### config.mk
export PLATFORM = sky130hd
export DESIGN_NAME = flagword_unit
export DESIGN_NICKNAME = d
export VERILOG_FILES = /design/src/rtl/flagword_unit.sv
export SDC_FILE = /design/constraint.sdc
export NUM_CORES = 1
export LEC_CHECK = 0
export BUFFER_PORTS_ARGS = -buffer_cell sky130_fd_sc_hd__buf_4
export CAP_MARGIN = 40
export CORE_AREA = 2 2 73 75
export CTS_CLUSTER_DIAMETER = 150
export DETAILED_ROUTE_END_ITERATION = 12
export DIE_AREA = 0 0 75 77
export GPL_TIMING_DRIVEN = 1
export PLACE_DENSITY = 0.68
export SYNTH_ARGS = -nofsm -noshare
export SYNTH_HDL_FRONTEND = slang
export SYNTH_SLANG_ARGS = --single-unit
### constraint.sdc
create_clock -name clk -period 3.2 [get_ports clk]
set_input_delay 0.64 -clock clk [delete_from_list [all_inputs] [get_ports clk]]
set_output_delay 0.64 -clock clk [all_outputs]
set_load 0.005 [all_outputs]
### src/rtl/flagword_unit.sv
module flagword_unit (
  input  logic        clk,
  input  logic        rst_n,
  input  logic        alu_we,
  input  logic        alu_sub,
  input  logic        alu_logic,
  input  logic [1:0]  alu_size,
  input  logic [31:0] opa,
  input  logic [31:0] opb,
  input  logic [31:0] res,
  input  logic        cout,
  input  logic        pop_we,
  input  logic [31:0] pop_val,
  input  logic [1:0]  cpl,
  input  logic        id_en,
  input  logic        trap_ack,
  output logic [31:0] flags,
  output logic        cf,
  output logic        pf,
  output logic        af,
  output logic        zf,
  output logic        sf,
  output logic        tf,
  output logic        if_f,
  output logic        df,
  output logic        of,
  output logic [1:0]  iopl,
  output logic        nt,
  output logic        rf,
  output logic        vm,
  output logic        ac,
  output logic        id
);
  localparam logic [31:0] WMASK = 32'h0027_7FD5;
  localparam logic [31:0] FIXED = 32'h0000_0002;

  logic [31:0] q, cv, aw, pw, nx;
  logic [4:0]  sidx;
  logic        zero_n, cf_n, of_n, af_n;

  assign cv = opa ^ opb ^ res;

  always_comb begin
    case (alu_size)
      2'd0:    begin sidx = 5'd7;  zero_n = (res[7:0] == 8'h00);    end
      2'd1:    begin sidx = 5'd15; zero_n = (res[15:0] == 16'h0000); end
      default: begin sidx = 5'd31; zero_n = (res == 32'h0);          end
    endcase
  end

  assign cf_n = alu_logic ? 1'b0 : (cout ^ alu_sub);
  assign of_n = alu_logic ? 1'b0 : (cv[sidx] ^ cf_n);
  assign af_n = alu_logic ? q[4] : cv[4];

  always_comb begin
    aw     = q;
    aw[0]  = cf_n;
    aw[2]  = ~^res[7:0];
    aw[4]  = af_n;
    aw[6]  = zero_n;
    aw[7]  = res[sidx];
    aw[11] = of_n;
  end

  always_comb begin
    pw     = pop_val;
    pw[21] = id_en ? pop_val[21] : q[21];
    pw[9]  = (cpl <= q[13:12]) ? pop_val[9] : q[9];
  end

  always_comb begin
    if (pop_we)      nx = pw;
    else if (alu_we) nx = aw;
    else             nx = q;
    if (trap_ack)    nx[8] = 1'b0;
  end

  always_ff @(posedge clk) begin
    if (!rst_n) q <= FIXED;
    else        q <= (nx & WMASK) | FIXED;
  end

  assign flags = q;
  assign cf    = q[0];
  assign pf    = q[2];
  assign af    = q[4];
  assign zf    = q[6];
  assign sf    = q[7];
  assign tf    = q[8];
  assign if_f  = q[9];
  assign df    = q[10];
  assign of    = q[11];
  assign iopl  = q[13:12];
  assign nt    = q[14];
  assign rf    = q[16];
  assign vm    = q[17];
  assign ac    = q[18];
  assign id    = q[21];
endmodule

* Word-level counts from Yosys, hierarchy flattened
Index checks and enable logic that the tools add are counted.
Widths: inputs -> output; s select.
** Storage, ports and cells
- Register bits after elaboration :: 17
- Bits of input ports :: 141
- Output and inout port bits :: 48
- Logic and storage cells :: 39
** Cells by class
- $lt $le $gt $ge :: 2
- Equal/unequal tests :: 2
- Muxes and demuxes :: 13
- Bitwise operators :: 5
- Reduce and logical (&&, ||, !) cells :: 10
** Operators with widths (count)
- $xor 32x32->32 :: 2
- $logic_not 32->1 :: 1
- $mux 22 :: 1
- $logic_not 16->1 :: 1
- $mux 12 :: 1
- $bmux 1 s5 :: 2
- $pmux 5 s2 :: 1
- $logic_not 8->1 :: 1
- $reduce_xnor 8->1 :: 1
- $mux 1 :: 7
- $lt 5x6->1 const B :: 1
- $reduce_and 2->1 :: 3
- $eq 2x1->1 const B :: 1
- $le 2x2->1 :: 1
- $logic_not 2->1 :: 1
- $ne 2x1->1 const B :: 1
- $pmux 1 s2 :: 1
- $reduce_bool 2->1 :: 1
- $reduce_or 2->1 :: 1
- $xor 1x1->1 :: 2
- $not 1->1 :: 1

* Depth between registers and ports, before layout
- Word-level depth :: 8
- Gate-level depth with buffers :: 6

* Worst setup path after synthesis
Ideal clock, no wire load.
- Kind :: input port to flip-flop
- From :: in res[18]
- To :: reg q[6] (netlist: flags[6])
- Arrival time :: 1.526 ns
- Path slack :: 1.606 ns
- Stages on the path :: 4
- Buffers on the path :: 0
- Path through :: nor4_2 nand4_1 a2111o_1 a21oi_2
** Between the ends
- Word-level cells in the longest chain between the ends :: 4
** Ends and longest elaborated chain
- from (decl) :: line 10 : input logic [31:0] res,
- $logic_not 32->1 :: line 47 : default: begin sidx = 5'd31; zero_n = (res == 32'h0); end
- $pmux 1 s2 :: line 44 : case (alu_size)
- $mux 12 :: line 73 : else if (alu_we) nx = aw;
- $mux 22 :: line 72 : if (pop_we) nx = pw;
- to (signal assigned) :: line 80 : else q <= (nx & WMASK) | FIXED;
- to (decl) :: line 37 : logic [31:0] q, cv, aw, pw, nx;
Every way passes these cells. The select of a mux whose other input is x is not followed.
A chain may end at the register's enable or synchronous reset.

* Worst setup path after layout
- From :: in res[17]
- To :: reg q[6] (netlist: flags[6])
The elaborated chain is that of the path after synthesis.

==> flow_results.xml <==
<?xml version="1.0" encoding="UTF-8"?>
<metrics>
  <group name="status">
    <metric name="status" unit="">finished clean</metric>
  </group>
  <group name="timing">
    <metric name="final_min_period_over_clock_period" unit="%">48.7</metric>
    <metric name="setup_violations" unit="">0</metric>
    <metric name="report.final.slew_viol_count" unit="">0</metric>
    <metric name="timing.final.crit_period" unit="ns">1.56</metric>
    <metric name="maxClockFrequency" unit="GHz">0.642</metric>
    <metric name="grt_setup_unrepaired" unit="">false</metric>
    <metric name="finalHoldViolCount" unit="">0</metric>
    <metric name="worst_clock_skew" unit="ns">0.0000327</metric>
    <metric name="finalSetupTns" unit="ns">0</metric>
    <metric name="postLayoutSetupSlackWorst" unit="ns">1.64</metric>
  </group>
  <group name="placement">
    <metric name="dp_worst_setup_slack" unit="ns">1.35</metric>
    <metric name="detailed_place_hpwl" unit="mm">3.02</metric>
    <metric name="cell_count_after_placement" unit="">298</metric>
    <metric name="place.gp.congestion" unit="">0.710</metric>
    <metric name="place_area" unit="um^2">1930</metric>
    <metric name="numPortBuffers" unit="">100</metric>
  </group>
  <group name="clock_network">
    <metric name="cts_tree" unit="">built</metric>
    <metric name="max-clock-path-buffers" unit="">2</metric>
    <metric name="cts.htree.levels" unit="">1</metric>
    <metric name="cts-buffers-inserted" unit="">3</metric>
    <metric name="ctsResizeCount" unit="">0</metric>
    <metric name="cts_root_buffer" unit="">sky130_fd_sc_hd__clkbuf_8</metric>
    <metric name="clkTransAtPathRegs" unit="ns">0.06</metric>
    <metric name="post_cts.repair.setup_buffers" unit="">0</metric>
    <metric name="post_cts_hold_buffer_count" unit="">0</metric>
    <metric name="numClockSinks" unit="">16</metric>
    <metric name="worst_skew_pair.late_latency" unit="ns">0.24</metric>
  </group>
  <group name="critical_path">
    <metric name="critical_path.max_fanout" unit="">1</metric>
    <metric name="critPathCaptureType" unit="">register</metric>
    <metric name="worstPathArrival" unit="ns">1.74</metric>
    <metric name="timing.critical_path.from_type" unit="">primary input</metric>
    <metric name="timing_worst_setup_path_type" unit="">primary input to register</metric>
    <metric name="r2r_slack" unit="ns">1.77</metric>
    <metric name="cp_data_required_time" unit="ns">3.38</metric>
  </group>
  <group name="die">
    <metric name="ioPinCount" unit="">189</metric>
    <metric name="chipHeight" unit="um">77</metric>
    <metric name="initial_utilization" unit="%">26.1</metric>
    <metric name="width_of_the_die" unit="um">75</metric>
    <metric name="floorplan.die_area" unit="um^2">5780</metric>
    <metric name="fp-row-count" unit="">26</metric>
    <metric name="placeableCoreArea" unit="um^2">4980</metric>
  </group>
  <group name="logic_synthesis">
    <metric name="post-synth-top-area-fraction" unit="%">24.7</metric>
    <metric name="synth.yosys.warnings" unit="">0</metric>
    <metric name="synthDominantAreaCellType" unit="">sky130_fd_sc_hd__dfxtp_1</metric>
    <metric name="synth.most_common_cell" unit="">sky130_fd_sc_hd__buf_4</metric>
    <metric name="synth_cell_type_count" unit="">34</metric>
    <metric name="mapped_cells" unit="">150</metric>
    <metric name="synth.avg_cell_area" unit="um^2">8.66</metric>
    <metric name="yosys-top-cells-area" unit="">sky130_fd_sc_hd__dfxtp_1 25%, sky130_fd_sc_hd__buf_4 18%, sky130_fd_sc_hd__mux2i_1 8.5%</metric>
    <metric name="synth_sequential_area_ratio" unit="%">24.7</metric>
    <metric name="synth.top_cells.by_count" unit="">32 x sky130_fd_sc_hd__buf_4, 16 x sky130_fd_sc_hd__dfxtp_1, 11 x sky130_fd_sc_hd__inv_1, 11 x sky130_fd_sc_hd__mux2i_1, 11 x sky130_fd_sc_hd__nor2_1</metric>
    <metric name="ys_seq_elements" unit="">16</metric>
    <metric name="synth_enable_flop_cells" unit="">0</metric>
    <metric name="async_flop_share" unit="%">0</metric>
    <metric name="dominant_synthesized_flop_cell" unit="">sky130_fd_sc_hd__dfxtp_1</metric>
    <metric name="synthesis.area" unit="um^2">1300</metric>
  </group>
  <group name="layout">
    <metric name="final_design_area_no_fill" unit="um^2">1990</metric>
    <metric name="multi_input_comb_area" unit="um^2">727</metric>
    <metric name="num-fill-cells" unit="">537</metric>
    <metric name="largest_register_ff_count" unit="">16</metric>
    <metric name="final-instance-count-excl-fill" unit="">302</metric>
    <metric name="antennaDiodeCount" unit="">0</metric>
    <metric name="nNetsFinal" unit="">380</metric>
    <metric name="ff_latch_area" unit="um^2">320</metric>
    <metric name="area_growth_syn_to_layout" unit="%">52.9</metric>
    <metric name="drive_above_1_share" unit="%">47.4</metric>
  </group>
  <group name="routing">
    <metric name="initialDrtViolationCount" unit="">35</metric>
    <metric name="viasPerCell" unit="">4.08</metric>
    <metric name="post-route-drc-count" unit="">0</metric>
    <metric name="avgRoutedWirePerCell" unit="um">11.8</metric>
    <metric name="drt_wl_total" unit="mm">3.58</metric>
    <metric name="final_antenna_net_count" unit="">0</metric>
    <metric name="route.vias.total" unit="">1231</metric>
    <metric name="first_pass_iters" unit="">4</metric>
  </group>
  <group name="global_route">
    <metric name="global_route_usage_over_all_layers" unit="%">11.5</metric>
    <metric name="number_of_antenna_violations_at_the_first_check_in_global_routing" unit="">0</metric>
    <metric name="grt_remaining_overflow" unit="">0</metric>
    <metric name="grt_first_pass_wirelength" unit="mm">5.12</metric>
    <metric name="maximum_number_of_pins_on_one_net_before_global_route_repair" unit="">19</metric>
    <metric name="grt_pass1_vias" unit="">1086</metric>
  </group>
  <group name="pwr">
    <metric name="power_leakage" unit="nW">1.03</metric>
    <metric name="sum_of_internal_switching_and_leakage_power" unit="uW">603</metric>
    <metric name="p_per_area" unit="nW/um^2">303</metric>
    <metric name="irDropWorstVdd" unit="V">0.000179</metric>
  </group>
  <group name="worst_hold_path">
    <metric name="worst_hold_path_type" unit="">register to register</metric>
  </group>
  <group name="job">
    <metric name="cap_viol_max_count" unit="">0</metric>
  </group>
</metrics>
cell families (layout without fill, tap and decap cells):
family                   Yosys count  count (layout)  synth area share [%]
adder cells (fa/ha/maj)            6               6                  5.78
multiplexers                      11              11                  8.48
XOR/XNOR                           9               9                  9.25
other                              2              16                 0.578
flip-flops                        16              16                  24.7
buffers and inverters             48             116                  23.4
AO/OA/AOI/OAI                     20              20                  10.3
AND/OR/NAND/NOR                   38              38                  17.5
metal layers:
metal / share of wire, % / routed length (um) / GRT usage [%] / up-vias
met3: 12 / 417 / 3.02 / 2
li1: - / - / - / 626
met4: 0.59 / 21 / 2.68 / 0
met1: 41 / 1450 / 13.5 / 532
met5: 0 / 0 / 0 / -
met2: 47 / 1690 / 20.3 / 71
metrics by stage:
step	hold WS [ns]	utilization (%)
CTS	0.476	39.9
finish	0.476	39.9
detailed placement	0.467	38.8
global route	0.509	39.9
floorplan	0.466	-
global placement	0.462	38.8
where the power goes:
group	internal, mW	switching, mW
logic	0.126	0.0737
registers	0.212	0.0102
clock network	0.109	0.0714
worst max-delay path, stage by stage:
cell and delay [ns]:
sky130_fd_sc_hd__buf_4 0.11, sky130_fd_sc_hd__nor4_2 0.28, sky130_fd_sc_hd__nand4_1 0.13, sky130_fd_sc_hd__a2111o_1 0.45
sky130_fd_sc_hd__a21oi_2 0.13
area by class of cell:
class / instances / area share, %
sequential: 16 / 16.1
multi-input combinational: 100 / 36.6
clock buffer: 4 / 2.77
tap: 70 / 4.41
inverter: 12 / 2.27
timing repair buffer: 100 / 37.8
cells in the final DEF (no fill, tap or decap), types with 3 or more instances in the layout:
cell,synthesis,routed
sky130_fd_sc_hd__a21oi_1,7,7
sky130_fd_sc_hd__buf_4,32,100
sky130_fd_sc_hd__clkbuf_8,0,4
sky130_fd_sc_hd__conb_1,2,16
sky130_fd_sc_hd__dfxtp_1,16,16
sky130_fd_sc_hd__ha_1,6,6
sky130_fd_sc_hd__inv_1,11,11
sky130_fd_sc_hd__mux2i_1,11,11
sky130_fd_sc_hd__nand2_1,7,7
sky130_fd_sc_hd__nor2_1,11,11
sky130_fd_sc_hd__nor4_2,4,4
sky130_fd_sc_hd__o21ai_0,4,4
sky130_fd_sc_hd__xnor2_1,6,6
sky130_fd_sc_hd__xnor3_1,3,3
worst paths after layout:
path,from,endpoint,cells after the start
min,flags[21],flags[21],2
min reg2reg,flags[21],flags[21],2
max,res[17],flags[6],5
max reg2reg,flags[13],flags[9],6
No activity file was read; power rests on OpenSTA's default activity.
